`config.mk`:
```
export PLATFORM = sky130hd
export DESIGN_NAME = irq_ack_unit
export DESIGN_NICKNAME = d
export VERILOG_FILES = /design/src/rtl/irqa_pkg.sv /design/src/rtl/irqa_group_sel.sv /design/src/rtl/irqa_final_sel.sv /design/src/rtl/irqa_link_ram.sv /design/src/rtl/irq_ack_unit.sv
export SDC_FILE = /design/constraint.sdc
export NUM_CORES = 2
export LEC_CHECK = 0
export CAP_MARGIN = 20
export CORE_AREA = 2 2 492 494
export DETAILED_ROUTE_END_ITERATION = 10
export DIE_AREA = 0 0 494 496
export SYNTH_ARGS = -nofsm -noshare
export SYNTH_HDL_FRONTEND = slang
export SYNTH_SLANG_ARGS = --single-unit
```
`constraint.sdc`:
```
create_clock -name clk -period 35.6 [get_ports clk]
set_input_delay 3.56 -clock clk [delete_from_list [all_inputs] [get_ports clk]]
set_output_delay 3.56 -clock clk [all_outputs]
set_load 0.01 [all_outputs]
```
`src/rtl/irqa_pkg.sv`:
```
package irqa_pkg;
  localparam int ID_W = 10;
  localparam logic [ID_W-1:0] NO_IRQ = 10'd1023;

  localparam logic [7:0] OFS_CTRL  = 8'h00;
  localparam logic [7:0] OFS_MASK  = 8'h04;
  localparam logic [7:0] OFS_ACK   = 8'h0C;
  localparam logic [7:0] OFS_EOI   = 8'h10;
  localparam logic [7:0] OFS_RPRIO = 8'h14;
  localparam logic [7:0] OFS_HPID  = 8'h18;

  typedef enum logic [1:0] {EOI_IDLE, EOI_POP, EOI_WALK, EOI_FETCH} eoi_state_e;
endpackage

```
`src/rtl/irqa_group_sel.sv`:
```
// First tree stage: best valid entry of one group, registered.
module irqa_group_sel #(
  parameter int GROUP  = 16,
  parameter int PRIO_W = 8,
  localparam int GIW   = $clog2(GROUP)
) (
  input  logic                      clk,
  input  logic                      rst,
  input  logic [GROUP-1:0]          vld,
  input  logic [GROUP*PRIO_W-1:0]   prio,
  output logic                      o_vld,
  output logic [PRIO_W-1:0]         o_prio,
  output logic [GIW-1:0]            o_idx
);
  logic              bv;
  logic [PRIO_W-1:0] bp;
  logic [GIW-1:0]    bi;

  always_comb begin
    bv = 1'b0;
    bp = '1;
    bi = '0;
    for (int i = 0; i < GROUP; i++) begin
      // strict compare keeps the lowest index on a tie
      if (vld[i] && (!bv || prio[i*PRIO_W +: PRIO_W] < bp)) begin
        bv = 1'b1;
        bp = prio[i*PRIO_W +: PRIO_W];
        bi = GIW'(i);
      end
    end
  end

  always_ff @(posedge clk) begin
    if (rst) begin
      o_vld  <= 1'b0;
      o_prio <= '1;
      o_idx  <= '0;
    end else begin
      o_vld  <= bv;
      o_prio <= bp;
      o_idx  <= bi;
    end
  end
endmodule

```
`src/rtl/irqa_final_sel.sv`:
```
// Second tree stage: best of the group winners, registered.
module irqa_final_sel
  import irqa_pkg::*;
#(
  parameter int NG     = 6,
  parameter int PRIO_W = 8
) (
  input  logic                   clk,
  input  logic                   rst,
  input  logic [NG-1:0]          vld,
  input  logic [NG*PRIO_W-1:0]   prio,
  input  logic [NG*ID_W-1:0]     id,
  output logic                   best_vld,
  output logic [PRIO_W-1:0]      best_prio,
  output logic [ID_W-1:0]        best_id
);
  logic              bv;
  logic [PRIO_W-1:0] bp;
  logic [ID_W-1:0]   bi;

  always_comb begin
    bv = 1'b0;
    bp = '1;
    bi = NO_IRQ;
    for (int g = 0; g < NG; g++) begin
      if (vld[g] && (!bv || prio[g*PRIO_W +: PRIO_W] < bp)) begin
        bv = 1'b1;
        bp = prio[g*PRIO_W +: PRIO_W];
        bi = id[g*ID_W +: ID_W];
      end
    end
  end

  always_ff @(posedge clk) begin
    if (rst) begin
      best_vld  <= 1'b0;
      best_prio <= '1;
      best_id   <= NO_IRQ;
    end else begin
      best_vld  <= bv;
      best_prio <= bp;
      best_id   <= bi;
    end
  end
endmodule

```
`src/rtl/irqa_link_ram.sv`:
```
// Per-source predecessor link, one write port, registered read.
module irqa_link_ram #(
  parameter int DEPTH = 96,
  parameter int W     = 10,
  localparam int AW   = $clog2(DEPTH)
) (
  input  logic          clk,
  input  logic          we,
  input  logic [AW-1:0] waddr,
  input  logic [W-1:0]  wdata,
  input  logic [AW-1:0] raddr,
  output logic [W-1:0]  rdata
);
  logic [W-1:0] mem [DEPTH];

  always_ff @(posedge clk) begin
    if (we) mem[waddr] <= wdata;
    rdata <= mem[raddr];
  end
endmodule

```
`src/rtl/irq_ack_unit.sv`:
```
module irq_ack_unit
  import irqa_pkg::*;
#(
  parameter int NUM_IRQ = 96,
  parameter int PRIO_W  = 8,
  parameter int GROUP   = 16,
  parameter int ADDR_W  = 8,
  parameter int DATA_W  = 32
) (
  input  logic                       clk,
  input  logic                       rst,
  input  logic                       dist_en,
  input  logic [NUM_IRQ-1:0]         irq_pending,
  input  logic [NUM_IRQ-1:0]         irq_enable,
  input  logic [NUM_IRQ*PRIO_W-1:0]  irq_prio,
  input  logic                       reg_rd,
  input  logic                       reg_wr,
  input  logic [ADDR_W-1:0]          reg_addr,
  input  logic [DATA_W-1:0]          reg_wdata,
  output logic [DATA_W-1:0]          reg_rdata,
  output logic                       reg_rvalid,
  output logic                       reg_ready,
  output logic                       cpu_irq,
  output logic                       pend_clr_vld,
  output logic [ID_W-1:0]            pend_clr_id
);
  localparam int NG    = (NUM_IRQ + GROUP - 1) / GROUP;
  localparam int PADN  = NG * GROUP;
  localparam int GIW   = $clog2(GROUP);
  localparam int IDX_W = $clog2(NUM_IRQ);
  localparam logic [PRIO_W:0] IDLE_P = (PRIO_W+1)'(1) << PRIO_W;

  // ---------------- selection tree ----------------
  logic [PADN-1:0]        cand;
  logic [PADN*PRIO_W-1:0] prio_pad;
  logic [NG-1:0]          gv;
  logic [NG*PRIO_W-1:0]   gp;
  logic [NG*ID_W-1:0]     gid;
  logic [GIW-1:0]         gi [NG];
  logic                   best_vld;
  logic [PRIO_W-1:0]      best_prio;
  logic [ID_W-1:0]        best_id;

  assign cand     = PADN'(irq_pending & irq_enable);
  assign prio_pad = (PADN*PRIO_W)'(irq_prio);

  for (genvar g = 0; g < NG; g++) begin : g_grp
    irqa_group_sel #(.GROUP(GROUP), .PRIO_W(PRIO_W)) u_grp (
      .clk    (clk),
      .rst    (rst),
      .vld    (cand[g*GROUP +: GROUP]),
      .prio   (prio_pad[g*GROUP*PRIO_W +: GROUP*PRIO_W]),
      .o_vld  (gv[g]),
      .o_prio (gp[g*PRIO_W +: PRIO_W]),
      .o_idx  (gi[g])
    );
    assign gid[g*ID_W +: ID_W] = ID_W'(g*GROUP + int'(gi[g]));
  end

  irqa_final_sel #(.NG(NG), .PRIO_W(PRIO_W)) u_fin (
    .clk       (clk),
    .rst       (rst),
    .vld       (gv),
    .prio      (gp),
    .id        (gid),
    .best_vld  (best_vld),
    .best_prio (best_prio),
    .best_id   (best_id)
  );

  // ---------------- interface state ----------------
  logic              cpu_en;
  logic [PRIO_W-1:0] mask;
  logic [ID_W-1:0]   run_id;
  logic [PRIO_W:0]   run_prio;
  logic [ID_W-1:0]   eoi_id;
  logic [ID_W-1:0]   tmp_id;
  eoi_state_e        state;
  logic              busy;
  logic              irq_q;

  logic              rd_go, wr_go, rep_ok, ack_fire, eoi_fire;
  logic [ID_W-1:0]   rep_id;
  logic [ID_W-1:0]   eoi_in;

  logic              ram_we;
  logic [IDX_W-1:0]  ram_waddr, ram_raddr;
  logic [ID_W-1:0]   ram_wdata, mem_q;

  logic unused_wdata;
  assign unused_wdata = ^reg_wdata[DATA_W-1:ID_W];

  assign busy      = (state != EOI_IDLE);
  assign reg_ready = !busy;
  assign cpu_irq   = irq_q;
  assign rd_go     = reg_rd && !busy;
  assign wr_go     = reg_wr && !busy;
  assign eoi_in    = reg_wdata[ID_W-1:0];

  assign rep_ok   = dist_en && cpu_en && best_vld && (best_prio <= mask);
  assign rep_id   = rep_ok ? best_id : NO_IRQ;
  assign ack_fire = rd_go && (reg_addr == ADDR_W'(OFS_ACK)) && rep_ok &&
                    ({1'b0, best_prio} < run_prio);
  assign eoi_fire = wr_go && (reg_addr == ADDR_W'(OFS_EOI));

  function automatic logic [PRIO_W:0] prio_at(input logic [ID_W-1:0] id);
    if (id == NO_IRQ) return IDLE_P;
    return {1'b0, irq_prio[int'(id[IDX_W-1:0])*PRIO_W +: PRIO_W]};
  endfunction

  // ---------------- link memory ----------------
  assign ram_we    = ack_fire || (state == EOI_FETCH);
  assign ram_waddr = ack_fire ? best_id[IDX_W-1:0] : tmp_id[IDX_W-1:0];
  assign ram_wdata = ack_fire ? run_id : mem_q;

  always_comb begin
    case (state)
      EOI_WALK: ram_raddr = (mem_q == eoi_id) ? eoi_id[IDX_W-1:0] : mem_q[IDX_W-1:0];
      default:  ram_raddr = run_id[IDX_W-1:0];
    endcase
  end

  irqa_link_ram #(.DEPTH(NUM_IRQ), .W(ID_W)) u_link (
    .clk   (clk),
    .we    (ram_we),
    .waddr (ram_waddr),
    .wdata (ram_wdata),
    .raddr (ram_raddr),
    .rdata (mem_q)
  );

  // ---------------- registers and chain control ----------------
  always_ff @(posedge clk) begin
    if (rst) begin
      cpu_en       <= 1'b0;
      mask         <= PRIO_W'(8'hF0);
      run_id       <= NO_IRQ;
      run_prio     <= IDLE_P;
      eoi_id       <= NO_IRQ;
      tmp_id       <= NO_IRQ;
      state        <= EOI_IDLE;
      irq_q        <= 1'b0;
      reg_rdata    <= '0;
      reg_rvalid   <= 1'b0;
      pend_clr_vld <= 1'b0;
      pend_clr_id  <= NO_IRQ;
    end else begin
      reg_rvalid   <= rd_go;
      pend_clr_vld <= ack_fire;
      pend_clr_id  <= ack_fire ? best_id : NO_IRQ;
      irq_q        <= rep_ok && ({1'b0, best_prio} < run_prio) && !ack_fire;

      if (rd_go) begin
        case (reg_addr)
          ADDR_W'(OFS_CTRL):  reg_rdata <= DATA_W'(cpu_en);
          ADDR_W'(OFS_MASK):  reg_rdata <= DATA_W'(mask);
          ADDR_W'(OFS_ACK):   reg_rdata <= DATA_W'(ack_fire ? best_id : NO_IRQ);
          ADDR_W'(OFS_RPRIO): reg_rdata <= DATA_W'(run_prio);
          ADDR_W'(OFS_HPID):  reg_rdata <= DATA_W'(rep_id);
          default:            reg_rdata <= '0;
        endcase
      end

      if (wr_go && reg_addr == ADDR_W'(OFS_CTRL)) cpu_en <= reg_wdata[0];
      if (wr_go && reg_addr == ADDR_W'(OFS_MASK)) mask   <= reg_wdata[PRIO_W-1:0];

      if (ack_fire) begin
        run_id   <= best_id;
        run_prio <= {1'b0, best_prio};
      end

      case (state)
        EOI_IDLE: begin
          if (eoi_fire && run_id != NO_IRQ) begin
            eoi_id <= eoi_in;
            tmp_id <= run_id;
            state  <= (eoi_in == run_id) ? EOI_POP : EOI_WALK;
          end
        end
        EOI_POP: begin
          run_id   <= mem_q;
          run_prio <= prio_at(mem_q);
          state    <= EOI_IDLE;
        end
        EOI_WALK: begin
          if (mem_q == NO_IRQ)      state  <= EOI_IDLE;
          else if (mem_q == eoi_id) state  <= EOI_FETCH;
          else                      tmp_id <= mem_q;
        end
        default: state <= EOI_IDLE;
      endcase
    end
  end
endmodule

```
==> reports/results.ini <==
[worst_setup_path]
endpoint_kind=flop
timing.rr.end=u_fin.best_prio[4]
start_kind=input port
cp_common_cell=a21o_1
path_max_fanout=17
slowest_delay_ns=0.72
r2r_start=g_grp[0].u_grp.o_vld
critical_path_class=in -> reg
crit_slowest_cell=clkdlybuf4s50_1
cp.required_ns=36.07
reg2reg_slack_ns=23.33
arrival_ns=34.18
ff2ff_path_depth=49

[synth]
synth_top_cell_area_share_pct=34.46
syn_area_um2=83650
synth_top_cell_by_area=edfxtp_1
ys.flop_type=edfxtp_1
synthCells=8290
ys_seq_area_share_pct=38.60
synth_edf_count=960
synth-seq-cells=1133
yosys_warnings=0
async_flop_share_pct=0
syn_area_per_cell_um2=10.09
yosysUniqueCellTypes=140
netlist_top_cells_area=edfxtp_1, mux4_2, ha_1, mux2i_1, dfxtp_1

[detailed_routing]
vias_per_cell=5.904
drcViolationCount=0
routed.top_layer=met5
met3_length_um=32280
vias=75130
wl_met2_um=177500
drtIter0Drc=7268
wl_per_cell_um=29.77
wl_met1_um=148100
routed_wl_um=378900
dr.pass1.iters=6
antenna_left=0

[floorplan]
dieArea_um2=245000
io_pins=1051
fp-row-count=180
chipHeight_um=496
die_w_um=494
coreArea_um2=239600
initial_core_util_pct=34.91

[power]
total_power_uw=4661
p_comb_share_pct=41.7
pwr-share-clk_pct=26.0
ir_drop_mv=0.04548
p_sw_share_pct=35.90
p_per_area_nw_per_um2=45.25
seqPwrFrac_pct=32.3
p_int_uw=2988
leakage_uw=0.03961
p_switching_uw=1673

[run_status]
status=finished, final reports clean

[sta]
worst_pin_slew_ns=1.142
finalSetupTns_ns=0
max-slew-margin-rel_pct=23.58
skew_ns=0.1109
fin_hold_ws_ns=0.4532
layout_min_cycle_time_ns=33.71
hold_viol_final=0
fmaxAchievable_mhz=29.67
final.period_utilization_pct=94.68
drv_slew=0
finalSetupViolCount=0

[clocking]
tritoncts=yes
numClockSinks=1133
numCtsBuffers=112
h-tree-depth=3
cts_root_buf=clkbuf_16
insertion_delay_ns=0.77
cts_hold_buf=0
clk_path_buf_depth=3
cts.clk_slew.worst_paths_ns=0.06

[min_path]
holdPathEnd=u_fin.best_id[3]
hold_path_class=reg -> reg
worstHoldStart=g_grp[5].u_grp.o_idx[3]
worstHoldPathCells=2

[global_routing]
grt_pass1_wl_um=526100
grt_use_total_pct=29.64
antenna_found_initial=202
grt-ovfl-total=0
grt_start_max_net_pins=103
first_global_vias=72010

[placed_design]
hpwl_um=302600
dpl_cell_area_um2=98050
port_buffers=1006
gp_congestion=1.005

[final_layout]
finalNetCount=10850
fin_util_pct=42.98
area_growth_pct=23.14
drive_gt1_share_pct=13.35
n_fill_cell=22760
layout_commonest_cell=clkdlybuf4s50_1
layout_common_cells=clkdlybuf4s50_1, edfxtp_1, nand2_1, nor2_1, a21oi_1
fin_area_um2=103000

[run]
cap_violations=0

## worst max path at each step
| stage | startpoint | end | slack [ns] | cells after the start |
|---|---|---|---|---|
| floorplan | irq_pending[0] | g_grp[0].u_grp.o_prio[2] | 3.08 | 164 |
| global placement | irq_pending[0] | g_grp[0].u_grp.o_prio[3] | -0.09 | 149 |
| detailed placement | irq_pending[0] | g_grp[0].u_grp.o_prio[3] | -0.44 | 149 |
| CTS | irq_pending[0] | g_grp[0].u_grp.o_prio[4] | 0.05 | 149 |
| global route | irq_pending[32] | g_grp[2].u_grp.o_idx[3] | -0.14 | 165 |
| finish | irq_prio[646] | g_grp[5].u_grp.o_prio[0] | 1.89 | 152 |
## per-layer routing
metal	global-route usage, %	vias to the layer above
li1	-	33890
met1	36.55	37180
met2	48.16	3263
met3	6.853	705
met4	15.79	90
met5	0	-
## Yosys cell counts, types with 56 or more instances
library cell,instances
nor3_1,114
nand4_1,88
dfxtp_1,173
o221ai_1,63
nand3_1,176
clkbuf_1,256
o211ai_1,69
a31oi_1,98
mux4_2,336
inv_1,548
and3_1,81
nand2_1,907
mux2_2,165
mux2i_1,385
a211oi_1,125
buf_1,56
ha_1,530
o21ai_0,453
a21o_1,192
nor2_1,622
o22ai_1,86
nand2b_1,75
and2_1,63
edfxtp_1,960
a21oi_1,589
## critical path: cells and delay by family
kind	cells	cell delay, ns
adder cells (fa/ha/maj)	15	4.32
buffers and inverters	15	2.28
AND/OR/NAND/NOR	38	6.55
multiplexers	6	1.73
AO/OA/AOI/OAI	78	15.67
## power groups by stage
stage	logic, uW	registers (uW)	clock network, uW
3_3_place_gp	1810	1530	0
2_1_floorplan	1210	1500	0
6_report	1940	1510	1210
5_1_grt	2140	1510	1280
4_1_cts	1870	1510	1230
3_5_place_dp	1860	1530	0
## logic make-up (layout without fill, tap and decap cells)
family,Yosys count,count (layout),share of synthesized area (%)
simple gates,2416,2417,13.38
compound gates,2298,2298,18.59
flops,1133,1133,38.60
buf+inv,932,2036,4.451
mux,902,902,16.17
fa+ha+maj,561,561,8.303
xor+xnor,47,47,0.5011
other cells,1,148,0.004483
## registers in the layout (all words and copies together) (netlist names), 2 cells and up
register            cells
run_prio                9
g_grp.u_grp.o_prio     48
g_grp.u_grp.o_vld       6
u_fin.best_prio         8
mask                    8
pend_clr_id             8
g_grp.u_grp.o_idx      24
u_link.rdata           10
u_link.mem            960
u_fin.best_id           8
reg_rdata              10
tmp_id                  7
run_id                 10
state                   2
eoi_id                 10
## repair_timing
action | 4_1_cts | 5_1_grt
buffers inserted | 0 | 28
gates resized for setup | 0 | 117
setup endpoints to repair | 0 | 72
## layout make-up
class                      count  area (um2)  area share [%]
antenna                      126       315.3          0.3061
clock buffer                 133        2902           2.817
clock inverter                79       899.6          0.8734
inverter                     551        2068           2.008
multi-input combinational   6247       48390           46.98
sequential                  1133       32310           31.37
tap                         3185        3985           3.869
timing repair buffer        1273       12140           11.78
## through the flow
| step | setup WS [ns] | instances |
|---|---|---|
| final | 1.893 | 12730 |
| after global routing | -0.1416 | 12690 |
| after detailed placement | -0.4423 | 12350 |
| after floorplan | 3.076 | 8311 |
| after CTS | 0.05078 | 12560 |
| after global placement | -0.09115 | 12350 |
Note: power is estimated with default switching activity, not from simulation.
